===== config.mk =====
export PLATFORM = sky130hd
export DESIGN_NAME = gpio_irq_router
export DESIGN_NICKNAME = d
export VERILOG_FILES = /design/src/rtl/gir_pkg.sv /design/src/rtl/gir_sync.sv /design/src/rtl/gir_regs.sv /design/src/rtl/gir_chan.sv /design/src/rtl/gpio_irq_router.sv
export SDC_FILE = /design/constraint.sdc
export NUM_CORES = 1
export LEC_CHECK = 0
export BUFFER_PORTS_ARGS = -buffer_cell sky130_fd_sc_hd__buf_2
export CAP_MARGIN = 20
export CORE_ASPECT_RATIO = 0.5
export CORE_MARGIN = 4
export CORE_UTILIZATION = 30
export DETAILED_ROUTE_END_ITERATION = 6
export PLACE_DENSITY_LB_ADDON = 0.3
export REMOVE_ABC_BUFFERS = 1
export SLEW_MARGIN = 20
export SYNTH_ARGS = -nofsm -noshare
export SYNTH_HDL_FRONTEND = slang
export SYNTH_SLANG_ARGS = --single-unit

===== constraint.sdc =====
create_clock -name clk -period 2.7 [get_ports clk]
set_input_delay 0.81 -clock clk [delete_from_list [all_inputs] [get_ports clk]]
set_output_delay 0.81 -clock clk [all_outputs]
set_load 0.01 [all_outputs]

===== src/rtl/gir_pkg.sv =====
package gir_pkg;
  localparam int NUM_CH   = 8;
  localparam int SRC_W    = 8;
  localparam int FLT_W    = 3;
  localparam int REG_W    = 32;
  localparam int ADDR_W   = 2;
  localparam int SEL_PER_WORD = REG_W / SRC_W;
  localparam int FLT_STRIDE   = REG_W / NUM_CH;
  localparam int INV_BASE     = 16;

  typedef enum logic [ADDR_W-1:0] {
    W_MODE   = 2'd0,
    W_SEL_LO = 2'd1,
    W_SEL_HI = 2'd2,
    W_FILT   = 2'd3
  } word_e;

  localparam logic [REG_W-1:0] FILT_MASK = 32'h7777_7777;

  typedef struct packed {
    logic [SRC_W-1:0] src;
    logic             edge_md;
    logic             inv;
    logic [FLT_W-1:0] flt;
  } chan_cfg_t;

  localparam chan_cfg_t CFG_RST = '{src: 8'hff, edge_md: 1'b0, inv: 1'b0, flt: 3'd0};
endpackage


===== src/rtl/gir_sync.sv =====
module gir_sync #(
  parameter int W = 64
) (
  input  logic         clk,
  input  logic         rst,
  input  logic [W-1:0] d,
  output logic [W-1:0] q
);
  logic [W-1:0] meta_q;

  always_ff @(posedge clk) begin
    if (rst) begin
      meta_q <= '0;
      q      <= '0;
    end else begin
      meta_q <= d;
      q      <= meta_q;
    end
  end
endmodule


===== src/rtl/gir_regs.sv =====
module gir_regs
  import gir_pkg::*;
(
  input  logic              clk,
  input  logic              rst,
  input  logic              wr_en,
  input  logic [ADDR_W-1:0] addr,
  input  logic [REG_W-1:0]  wdata,
  output logic [REG_W-1:0]  rdata,
  output logic [REG_W-1:0]  mode_q,
  output logic [REG_W-1:0]  sel_lo_q,
  output logic [REG_W-1:0]  sel_hi_q,
  output logic [REG_W-1:0]  filt_q
);
  always_ff @(posedge clk) begin
    if (rst) begin
      mode_q   <= '0;
      sel_lo_q <= '1;
      sel_hi_q <= '1;
      filt_q   <= '0;
      rdata    <= '0;
    end else begin
      // read sees the value held before a same-cycle write
      case (word_e'(addr))
        W_MODE:   rdata <= mode_q;
        W_SEL_LO: rdata <= sel_lo_q;
        W_SEL_HI: rdata <= sel_hi_q;
        default:  rdata <= filt_q;
      endcase
      if (wr_en) begin
        case (word_e'(addr))
          W_MODE:   mode_q   <= wdata;
          W_SEL_LO: sel_lo_q <= wdata;
          W_SEL_HI: sel_hi_q <= wdata;
          default:  filt_q   <= wdata & FILT_MASK;
        endcase
      end
    end
  end
endmodule


===== src/rtl/gir_chan.sv =====
module gir_chan
  import gir_pkg::*;
#(
  parameter int NUM_PINS  = 64,
  parameter int FILT_UNIT = 4
) (
  input  logic                clk,
  input  logic                rst,
  input  logic [NUM_PINS-1:0] pins,
  input  chan_cfg_t           cfg,
  output logic                irq
);
  localparam int IDX_W = (NUM_PINS > 1) ? $clog2(NUM_PINS) : 1;
  localparam int CNT_W = $clog2(((1 << FLT_W) - 1) * FILT_UNIT + 1);

  chan_cfg_t        cfg_q;
  logic [CNT_W-1:0] cnt_q;
  logic             acc_q;   // filtered, accepted level
  logic             hist_q;  // edge history

  logic con, raw, pc, lvl, chg, win_done, no_flt;

  always_comb begin
    con      = ({1'b0, cfg.src} < (SRC_W + 1)'(NUM_PINS));
    raw      = con ? pins[cfg.src[IDX_W-1:0]] : 1'b0;
    pc       = con & (raw ^ cfg.inv);
    no_flt   = (cfg.flt == '0);
    lvl      = no_flt ? pc : acc_q;
    chg      = (cfg != cfg_q);
    win_done = (int'(cnt_q) == int'(cfg.flt) * FILT_UNIT - 1);
  end

  always_ff @(posedge clk) begin
    if (rst) begin
      cfg_q  <= CFG_RST;
      cnt_q  <= '0;
      acc_q  <= 1'b0;
      hist_q <= 1'b0;
      irq    <= 1'b0;
    end else begin
      cfg_q <= cfg;
      if (chg || no_flt) begin
        acc_q <= pc;
        cnt_q <= '0;
      end else if (pc == acc_q) begin
        cnt_q <= '0;
      end else if (win_done) begin
        acc_q <= pc;
        cnt_q <= '0;
      end else begin
        cnt_q <= cnt_q + CNT_W'(1);
      end
      hist_q <= chg ? pc : lvl;
      irq    <= con & (cfg.edge_md ? (~chg & lvl & ~hist_q) : lvl);
    end
  end
endmodule


===== src/rtl/gpio_irq_router.sv =====
module gpio_irq_router
  import gir_pkg::*;
#(
  parameter int NUM_PINS  = 64,
  parameter int FILT_UNIT = 4
) (
  input  logic                clk,
  input  logic                rst,
  input  logic [NUM_PINS-1:0] gpio_in,
  input  logic                reg_wr_en,
  input  logic [1:0]          reg_addr,
  input  logic [31:0]         reg_wdata,
  output logic [31:0]         reg_rdata,
  output logic [7:0]          irq_out
);
  logic [NUM_PINS-1:0] pins_s;
  logic [REG_W-1:0]    mode_w, sel_lo, sel_hi, filt_w;
  logic [REG_W-1:0]    sel_words [NUM_CH / SEL_PER_WORD];

  gir_sync #(.W(NUM_PINS)) u_sync (
    .clk (clk),
    .rst (rst),
    .d   (gpio_in),
    .q   (pins_s)
  );

  gir_regs u_regs (
    .clk      (clk),
    .rst      (rst),
    .wr_en    (reg_wr_en),
    .addr     (reg_addr),
    .wdata    (reg_wdata),
    .rdata    (reg_rdata),
    .mode_q   (mode_w),
    .sel_lo_q (sel_lo),
    .sel_hi_q (sel_hi),
    .filt_q   (filt_w)
  );

  assign sel_words[0] = sel_lo;
  assign sel_words[1] = sel_hi;

  for (genvar k = 0; k < NUM_CH; k++) begin : g_ch
    chan_cfg_t cfg;
    assign cfg.src     = sel_words[k / SEL_PER_WORD][SRC_W*(k % SEL_PER_WORD) +: SRC_W];
    assign cfg.edge_md = mode_w[k];
    assign cfg.inv     = mode_w[INV_BASE + k];
    assign cfg.flt     = filt_w[FLT_STRIDE*k +: FLT_W];

    gir_chan #(.NUM_PINS(NUM_PINS), .FILT_UNIT(FILT_UNIT)) u_chan (
      .clk  (clk),
      .rst  (rst),
      .pins (pins_s),
      .cfg  (cfg),
      .irq  (irq_out[k])
    );
  end
endmodule


==> impl_results.html, run 1 <==
<table>
<tr><th>Metric</th><th>Value</th></tr>
<tr><th colspan="2">Run status</th></tr>
<tr><td>Result of the run</td><td>finished with violations</td></tr>
<tr><td>Violations in the final reports</td><td>design-rule violations</td></tr>
<tr><th colspan="2">Clock tree</th></tr>
<tr><td>Library cell used as clock root buffer</td><td>sky130_fd_sc_hd__clkbuf_16</td></tr>
<tr><td>Number of CTS-inserted buffers</td><td>45</td></tr>
<tr><td>Later-pin clock latency in the skew report</td><td>590 ps</td></tr>
<tr><td>Total number of H-tree levels</td><td>2</td></tr>
<tr><td>Hold bufs inserted after CTS</td><td>0</td></tr>
<tr><td>Worst-path clk slew</td><td>80 ps</td></tr>
<tr><td>Clk sink count</td><td>448</td></tr>
<tr><td>Maximum count of clock buffers along a single path</td><td>3</td></tr>
<tr><td>TritonCTS clock tree</td><td>done</td></tr>
<tr><th colspan="2">Placement</th></tr>
<tr><td>Number of cells after detailed placement</td><td>3,471</td></tr>
<tr><td>I/O Buffers</td><td>140</td></tr>
<tr><td>Final weighted congestion in routability-driven placement</td><td>0.929</td></tr>
<tr><td>Final HPWL from detailed placement</td><td>53,600 um</td></tr>
<tr><th colspan="2">Die</th></tr>
<tr><td>Core area</td><td>71,700 um^2</td></tr>
<tr><td>Width of the die</td><td>390 um</td></tr>
<tr><td>Floorplan die height</td><td>199 um</td></tr>
<tr><td># rows</td><td>69</td></tr>
<tr><td>Boundary Pins</td><td>141</td></tr>
<tr><td>Die Footprint</td><td>77,600 um^2</td></tr>
<tr><td>Starting Density</td><td>0.305</td></tr>
<tr><th colspan="2">GRT</th></tr>
<tr><td>Final global-route overflow total</td><td>0</td></tr>
<tr><td>Vias in the first global route</td><td>17,200</td></tr>
<tr><td>Initial antenna violation count</td><td>4</td></tr>
<tr><td>Largest net degree at the start of global routing</td><td>90</td></tr>
<tr><td>First-pass GRT wire length</td><td>109,000 um</td></tr>
<tr><td>Aggregate global-route resource usage</td><td>0.182</td></tr>
<tr><th colspan="2">Critical path</th></tr>
<tr><td>Cell occurring most often along the worst timing path</td><td>sky130_fd_sc_hd__buf_6</td></tr>
<tr><td>Crit Path Category</td><td>flip-flop to flip-flop</td></tr>
<tr><td>Worst EP required</td><td>3190 ps</td></tr>
<tr><td>Critical Path, Cell by Cell</td><td>buf_6 -&gt; buf_6 -&gt; mux4_2 -&gt; and3b_2 -&gt; o41ai_4 -&gt; xnor2_2 -&gt; a311oi_4 -&gt; xor2_2 -&gt; nor4b_2</td></tr>
<tr><td>Worst R2R Path Depth</td><td>9</td></tr>
<tr><td>R2r startpoint</td><td>u_regs.sel_hi_q[25]</td></tr>
<tr><td>Biggest cell delay along the critical path</td><td>520 ps</td></tr>
<tr><td>CP Data Arrival Time</td><td>3160 ps</td></tr>
<tr><td>CP max FO</td><td>5</td></tr>
<tr><td>Startpoint of the worst setup timing path</td><td>u_regs.sel_hi_q[25]</td></tr>
<tr><td>Worst Setup Start Kind</td><td>flip-flop</td></tr>
<tr><td>Capturing element type of the critical path</td><td>flip-flop</td></tr>
<tr><td>Slowest cell on the critical path</td><td>sky130_fd_sc_hd__o41ai_4</td></tr>
<tr><td>Reg2Reg Capture Point</td><td>g_ch[7].u_chan.cnt_q[1]</td></tr>
<tr><td>Worst setup slack for register-to-register paths</td><td>30 ps</td></tr>
<tr><th colspan="2">Power and ir drop</th></tr>
<tr><td>Power per Cell Area</td><td>577 nW/um^2</td></tr>
<tr><td>Leak</td><td>11.6 nW</td></tr>
<tr><td>Worst-case vdd ir drop</td><td>409 uV</td></tr>
<tr><th colspan="2">Final layout</th></tr>
<tr><td>Post-route non-filler standard cell count</td><td>3,550</td></tr>
<tr><td>Net count of the finished layout</td><td>2,688</td></tr>
<tr><td>Leading cell type in the layout, fill and taps excluded</td><td>sky130_fd_sc_hd__dfxtp_1</td></tr>
<tr><td>Most used cells in the layout excluding fill and tap cells</td><td>430 x sky130_fd_sc_hd__dfxtp_1, 305 x sky130_fd_sc_hd__nand2_1, 240 x sky130_fd_sc_hd__mux2i_1, 192 x sky130_fd_sc_hd__buf_4, 189 x sky130_fd_sc_hd__nor2b_1</td></tr>
<tr><td>Layout cells sized above 1</td><td>0.229</td></tr>
<tr><td>Area growth from synthesis to layout</td><td>20.6%</td></tr>
<tr><th colspan="2">Yosys</th></tr>
<tr><td>Register area share after synthesis</td><td>0.410</td></tr>
<tr><td>Syn_area_per_cell</td><td>9.21 um^2</td></tr>
<tr><td>Share of flip-flops with an asynchronous set or reset after synthesis</td><td>0</td></tr>
<tr><td>Post-synthesis compound-gate area fraction</td><td>0.0910</td></tr>
<tr><td>Warning count from the yosys run</td><td>0</td></tr>
<tr><td>Dominant combinational cell family by area after synthesis</td><td>simple AND/OR/NAND/NOR gates</td></tr>
<tr><td>Share of synthesized area spent on multiplexers</td><td>0.153</td></tr>
<tr><td>Synth cell types</td><td>59</td></tr>
<tr><td>Fraction of the mapped netlist area in simple logic gates</td><td>0.224</td></tr>
<tr><td>Number of flops mapped to enable cells by yosys</td><td>0</td></tr>
<tr><td>Combined area of all synthesized cells</td><td>21,900 um^2</td></tr>
<tr><td>Syn Inst Count</td><td>2,377</td></tr>
<tr><td>Share of synthesized cell area in full adder, half adder and majority cells</td><td>0.0137</td></tr>
<tr><td>Xor-xnor portion of the synthesized cell area</td><td>0.0604</td></tr>
<tr><td>Total of flip-flops plus latches after synthesis</td><td>448</td></tr>
<tr><td>Most common flop cell mapped by yosys</td><td>sky130_fd_sc_hd__dfxtp_1</td></tr>
<tr><th colspan="2">Timing</th></tr>
<tr><td>RSZ-0062 raised after global routing</td><td>yes</td></tr>
<tr><td>Setup clock skew after layout</td><td>27.1 ps</td></tr>
<tr><td>Peak clock frequency supported by timing</td><td>374 MHz</td></tr>
<tr><td>Final-report max-slew violation count</td><td>0</td></tr>
<tr><td>Headroom to the max-slew limit</td><td>0.566</td></tr>
<tr><td>Post-route fraction of the period consumed by the critical path</td><td>0.991</td></tr>
<tr><td>Tightest Pin Transition</td><td>651 ps</td></tr>
<tr><td>Number of hold violations in the final report</td><td>0</td></tr>
<tr><td>Total negative setup slack</td><td>0 ps</td></tr>
<tr><td>Post-route minimum period</td><td>2670 ps</td></tr>
<tr><td>Final setup fails</td><td>0</td></tr>
<tr><th colspan="2">Detailed routing</th></tr>
<tr><td>Initial DRC count</td><td>1,555</td></tr>
<tr><td>Via density per instance</td><td>5.03</td></tr>
<tr><td>Antenna violation net count after detailed routing</td><td>0</td></tr>
<tr><td>Number of iterations in the first detailed-routing pass</td><td>7</td></tr>
<tr><td>Detailed Route WL</td><td>72,200 um</td></tr>
<tr><td>Via total after detailed routing</td><td>17,900</td></tr>
<tr><td>Average routed wire per standard cell</td><td>20.3 um</td></tr>
<tr><td>Remaining design rule violation count</td><td>5</td></tr>
<tr><th colspan="2">Worst hold path</th></tr>
<tr><td>Cell depth of the worst min-delay path</td><td>1</td></tr>
<tr><td>Hold Crit Class</td><td>flip-flop to flip-flop</td></tr>
<tr><td>Hold Crit Start</td><td>u_sync.meta_q[30]</td></tr>
<tr><td>End point of the worst hold path</td><td>u_sync.q[30]</td></tr>
<tr><th colspan="2">Run</th></tr>
<tr><td>Number of max-cap violations</td><td>0</td></tr>
</table>
Yosys cell counts (41+ instances only):
cell type	number	share of area
sky130_fd_sc_hd__a21oi_1	81	0.019
sky130_fd_sc_hd__a22oi_1	89	0.031
sky130_fd_sc_hd__clkbuf_1	152	0.026
sky130_fd_sc_hd__dfxtp_1	448	0.41
sky130_fd_sc_hd__mux2i_1	241	0.11
sky130_fd_sc_hd__nand2_1	305	0.052
sky130_fd_sc_hd__nand3b_1	72	0.025
sky130_fd_sc_hd__nor2_1	88	0.015
sky130_fd_sc_hd__nor2b_1	190	0.054
sky130_fd_sc_hd__nor4_1	41	0.012
sky130_fd_sc_hd__or2_2	67	0.019
sky130_fd_sc_hd__xnor2_1	66	0.026
sky130_fd_sc_hd__xor2_1	83	0.033
through the flow:
stage               total power [mW]  setup slack [ps]  cell area (um^2)   util  hold slack, ps
floorplan                       8.27              -282             21000      -             414
global placement                9.30              -135             24800  0.346             417
global route                    15.8              -113             26400  0.368             425
finish                          15.2              25.4             26400  0.368             425
detailed placement              9.31              -196             24800  0.346             425
CTS                             15.4             -41.7             26200  0.366             410
report_power, final:
part | total, mW | switching [mW] | internal (mW)
registers | 7.11 | 0.246 | 6.87
clock network | 6.01 | 2.70 | 3.32
logic | 2.11 | 1.15 | 0.955
cell type report:
| cell class | instances | area [um^2] |
|---|---|---|
| inverters | 30 | 113 |
| multi-input cells | 1679 | 12000 |
| repair buffers | 359 | 2680 |
| diodes | 1 | 2.50 |
| fillers | 7276 | 45300 |
| clock inverters | 12 | 90.1 |
| flip-flops and latches | 448 | 9000 |
| well taps | 958 | 1200 |
| clock buffers | 63 | 1280 |
cell families (layout without fill, tap and decap cells):
logic type      count (synthesis)  count (layout)
compound gates                292             292
xor+xnor                      150             150
simple gates                  924             924
flops                         448             448
other cells                     0               1
fa+ha+maj                      24              24
mux                           289             289
buf+inv                       250             464
routing by layer:
layer  vias up  wire length (um)  global-route usage
met3       108              4860              0.0313
met5         -                54                   0
met2       593             32100               0.288
met1      8634             33600               0.257
li1       8531                 -                   -
met4         6              1610              0.0470
worst max-delay path by stage:
stage | to | slack, ps | cells past startpoint
5_1_grt | g_ch[7].u_chan.cnt_q[4] | -110 | 11
6_report | g_ch[7].u_chan.cnt_q[1] | 30 | 9
3_3_place_gp | g_ch[0].u_chan.cnt_q[1] | -130 | 10
2_1_floorplan | g_ch[2].u_chan.irq | -280 | 8
3_5_place_dp | g_ch[0].u_chan.cnt_q[2] | -200 | 10
4_1_cts | g_ch[7].u_chan.cnt_q[1] | -40 | 10
state kept, by name (all words and copies together) (netlist names):
| register | count |
|---|---|
| u_sync.meta_q | 64 |
| g_ch.u_chan.hist_q | 8 |
| g_ch.u_chan.cfg_q | 104 |
| u_regs.rdata | 32 |
| u_regs.filt_q | 24 |
| u_regs.sel_hi_q | 32 |
| g_ch.u_chan.cnt_q | 40 |
| u_regs.sel_lo_q | 32 |
| u_sync.q | 64 |
| u_regs.mode_q | 32 |
| g_ch.u_chan.irq | 8 |
| g_ch.u_chan.acc_q | 8 |
timing repair:
action                                  CTS  global route
pin swaps                                 6             8
endpoints found under the hold margin     0             0
setup buffers                             1             4
resized for setup                        18            43
endpoints found under the setup margin   21            32
worst max-delay path: cells and delay by family (launching register included):
| kind | cells | cell delay (ps) |
|---|---|---|
| compound gates | 2 | 860 |
| xor+xnor | 2 | 310 |
| buf+inv | 2 | 240 |
| flops | 1 | 380 |
| mux | 1 | 280 |
| simple gates | 2 | 510 |
(Power assumes the default switching activity.)
==> run 2: changes to the inputs <==
--- a/config.mk
+++ b/config.mk
@@ -9,7 +9,7 @@
 export CAP_MARGIN = 20
 export CORE_ASPECT_RATIO = 0.5
 export CORE_MARGIN = 4
-export CORE_UTILIZATION = 30
+export CORE_UTILIZATION = 55
 export DETAILED_ROUTE_END_ITERATION = 6
 export PLACE_DENSITY_LB_ADDON = 0.3
 export REMOVE_ABC_BUFFERS = 1
==> run 2 against run 1 <==
Net effect:
- the flow still finishes with violations (design-rule violations)
- first-iteration DRC count rose by 36%
- design area fell by 2.8%
- die area down 44%
- via count is 2.0% higher
- non-clock buffer count is 23 lower
- largest cell class unchanged
==> impl_results.html, run 2 (synthesis results as in run 1) <==
<table>
<tr><th>Metric</th><th>Value</th></tr>
<tr><th colspan="2">Worst hold path</th></tr>
<tr><td>End point of the worst hold path</td><td>u_sync.q[10]</td></tr>
<tr><td>Hold Crit Class</td><td>flip-flop to flip-flop</td></tr>
<tr><td>Cell depth of the worst min-delay path</td><td>1</td></tr>
<tr><td>Hold Crit Start</td><td>u_sync.meta_q[10]</td></tr>
<tr><th colspan="2">Detailed routing</th></tr>
<tr><td>Number of iterations in the first detailed-routing pass</td><td>7</td></tr>
<tr><td>Remaining design rule violation count</td><td>15</td></tr>
<tr><td>Detailed Route WL</td><td>66,500 um</td></tr>
<tr><td>Via total after detailed routing</td><td>18,200</td></tr>
<tr><td>Antenna violation net count after detailed routing</td><td>0</td></tr>
<tr><td>Average routed wire per standard cell</td><td>21.5 um</td></tr>
<tr><td>Via density per instance</td><td>5.89</td></tr>
<tr><td>Initial DRC count</td><td>2,121</td></tr>
<tr><th colspan="2">Clock tree</th></tr>
<tr><td>Library cell used as clock root buffer</td><td>sky130_fd_sc_hd__clkbuf_16</td></tr>
<tr><td>Total number of H-tree levels</td><td>2</td></tr>
<tr><td>Later-pin clock latency in the skew report</td><td>550 ps</td></tr>
<tr><td>Clk sink count</td><td>448</td></tr>
<tr><td>Number of CTS-inserted buffers</td><td>39</td></tr>
<tr><td>Worst-path clk slew</td><td>70 ps</td></tr>
<tr><td>Maximum count of clock buffers along a single path</td><td>3</td></tr>
<tr><td>TritonCTS clock tree</td><td>done</td></tr>
<tr><th colspan="2">Power and ir drop</th></tr>
<tr><td>Total Power</td><td>15.2 mW</td></tr>
<tr><td>Power per Cell Area</td><td>593 nW/um^2</td></tr>
<tr><td>Leak</td><td>11.5 nW</td></tr>
<tr><td>Worst-case vdd ir drop</td><td>486 uV</td></tr>
<tr><th colspan="2">Critical path</th></tr>
<tr><td>Reg2Reg Capture Point</td><td>g_ch[4].u_chan.cnt_q[4]</td></tr>
<tr><td>Startpoint of the worst setup timing path</td><td>u_regs.sel_hi_q[1]</td></tr>
<tr><td>Worst Setup Start Kind</td><td>flip-flop</td></tr>
<tr><td>CP Data Arrival Time</td><td>3080 ps</td></tr>
<tr><td>Capturing element type of the critical path</td><td>flip-flop</td></tr>
<tr><td>CP max FO</td><td>11</td></tr>
<tr><td>Worst setup slack for register-to-register paths</td><td>40 ps</td></tr>
<tr><td>Worst EP required</td><td>3120 ps</td></tr>
<tr><td>R2r startpoint</td><td>u_regs.sel_hi_q[1]</td></tr>
<tr><td>Worst R2R Path Depth</td><td>9</td></tr>
<tr><td>Crit Path Category</td><td>flip-flop to flip-flop</td></tr>
<tr><th colspan="2">GRT</th></tr>
<tr><td>First-pass GRT wire length</td><td>102,000 um</td></tr>
<tr><td>Largest net degree at the start of global routing</td><td>71</td></tr>
<tr><td>Aggregate global-route resource usage</td><td>0.299</td></tr>
<tr><td>Initial antenna violation count</td><td>2</td></tr>
<tr><td>Vias in the first global route</td><td>17,200</td></tr>
<tr><td>Final global-route overflow total</td><td>0</td></tr>
<tr><th colspan="2">Die</th></tr>
<tr><td>Core area</td><td>39,100 um^2</td></tr>
<tr><td>Width of the die</td><td>290 um</td></tr>
<tr><td>Die Footprint</td><td>43,200 um^2</td></tr>
<tr><td>Boundary Pins</td><td>141</td></tr>
<tr><td>Starting Density</td><td>0.560</td></tr>
<tr><td>Floorplan die height</td><td>149 um</td></tr>
<tr><td># rows</td><td>51</td></tr>
<tr><th colspan="2">Final layout</th></tr>
<tr><td>Largest reg by FF count</td><td>g_ch.u_chan.cfg_q</td></tr>
<tr><td>Biggest regs</td><td>g_ch.u_chan.cfg_q: 104 flops, u_sync.meta_q: 64 flops, u_sync.q: 64 flops</td></tr>
<tr><td>Cell area after layout</td><td>25,700 um^2</td></tr>
<tr><td>Net count of the finished layout</td><td>2,659</td></tr>
<tr><td>Post-route non-filler standard cell count</td><td>3,095</td></tr>
<tr><td>Area growth from synthesis to layout</td><td>17.3%</td></tr>
<tr><td>Layout cells sized above 1</td><td>0.217</td></tr>
<tr><td>Leading cell type in the layout, fill and taps excluded</td><td>sky130_fd_sc_hd__dfxtp_1</td></tr>
<tr><td>Flip-flop count of the largest register, all copies and words added</td><td>104</td></tr>
<tr><td>Most used cells in the layout excluding fill and tap cells</td><td>433 x sky130_fd_sc_hd__dfxtp_1, 305 x sky130_fd_sc_hd__nand2_1, 239 x sky130_fd_sc_hd__mux2i_1, 190 x sky130_fd_sc_hd__nor2b_1, 166 x sky130_fd_sc_hd__buf_4</td></tr>
<tr><th colspan="2">Placement</th></tr>
<tr><td>I/O Buffers</td><td>140</td></tr>
<tr><td>Final weighted congestion in routability-driven placement</td><td>1.01</td></tr>
<tr><td>Pre-CTS worst setup slack</td><td>-48.1 ps</td></tr>
<tr><td>Final HPWL from detailed placement</td><td>48,200 um</td></tr>
<tr><td>Number of cells after detailed placement</td><td>3,018</td></tr>
<tr><td>Placed cell area</td><td>24,100 um^2</td></tr>
<tr><th colspan="2">Run</th></tr>
<tr><td>Number of max-cap violations</td><td>0</td></tr>
<tr><th colspan="2">Timing</th></tr>
<tr><td>Final-report max-slew violation count</td><td>0</td></tr>
<tr><td>Tightest Pin Transition</td><td>566 ps</td></tr>
<tr><td>Post-route minimum period</td><td>2660 ps</td></tr>
<tr><td>Peak clock frequency supported by timing</td><td>376 MHz</td></tr>
<tr><td>RSZ-0062 raised after global routing</td><td>yes</td></tr>
<tr><td>Headroom to the max-slew limit</td><td>0.622</td></tr>
<tr><td>Total negative setup slack</td><td>0 ps</td></tr>
<tr><td>Setup WS post-layout</td><td>39.6 ps</td></tr>
<tr><td>Number of hold violations in the final report</td><td>0</td></tr>
<tr><td>Post-route fraction of the period consumed by the critical path</td><td>0.985</td></tr>
<tr><td>Setup clock skew after layout</td><td>18.5 ps</td></tr>
<tr><td>Final setup fails</td><td>0</td></tr>
<tr><th colspan="2">Run status</th></tr>
<tr><td>Result of the run</td><td>finished with violations</td></tr>
<tr><td>Violations in the final reports</td><td>design-rule violations</td></tr>
</table>
[run 2: critical path, cell delays in order, from the launching register on]
cell and delay, ps:
sky130_fd_sc_hd__dfxtp_2 330, sky130_fd_sc_hd__buf_12 140, sky130_fd_sc_hd__buf_4 140, sky130_fd_sc_hd__mux2i_1 110, sky130_fd_sc_hd__mux4_2 470, sky130_fd_sc_hd__a221o_2 450
sky130_fd_sc_hd__xnor2_2 170, sky130_fd_sc_hd__a211oi_2 310, sky130_fd_sc_hd__xor2_2 320, sky130_fd_sc_hd__nor4_1 90
[run 2: layer usage]
layer,vias up,global-route usage,wire (um)
met5,-,0,0
met4,0,0.0916,1930
met3,158,0.0784,6690
met2,865,0.439,27500
met1,8729,0.433,30300
li1,8479,-,-
[run 2: worst max path at each step]
stage                              end  slack [ps]  depth (start not counted)
3_5_place_dp   g_ch[0].u_chan.cnt_q[1]         -50                          8
5_1_grt        g_ch[4].u_chan.cnt_q[4]         -80                          9
6_report       g_ch[4].u_chan.cnt_q[4]          40                          9
2_1_floorplan       g_ch[2].u_chan.irq        -280                          8
3_3_place_gp   g_ch[7].u_chan.cnt_q[1]         -10                          8
4_1_cts             g_ch[0].u_chan.irq         -20                          9
[run 2: power by group]
part / leakage [nW] / switching, mW / total (mW) / internal [mW]
clock: 0.679 / 2.54 / 6.06 / 3.52
combinational: 7.16 / 1.11 / 2.05 / 0.940
sequential: 3.66 / 0.257 / 7.12 / 6.87
total: 11.5 / 3.90 / 15.2 / 11.3
[run 2: layout make-up]
type,instances,area (um^2)
Inverter,30,113
Sequential cell,448,8990
Antenna cell,2,5.00
Timing Repair Buffer,336,2530
Clock inverter,19,289
Tap cell,530,663
Fill cell,3113,13500
Clock buffer,51,1080
Multi-Input combinational cell,1679,12000
[run 2: timing repair]
action / 4_1_cts / 5_1_grt
resized for setup: 3 / 40
setup buffers: 0 / 6
setup endpoints to repair: 11 / 33
hold buffers: 0 / 0
pin swaps: 0 / 14
[run 2: metrics by stage]
stage	util	hold slack (ps)
after floorplan	-	414
after global placement	0.616	416
after detailed placement	0.616	423
after CTS	0.652	437
after global routing	0.656	449
final	0.656	433
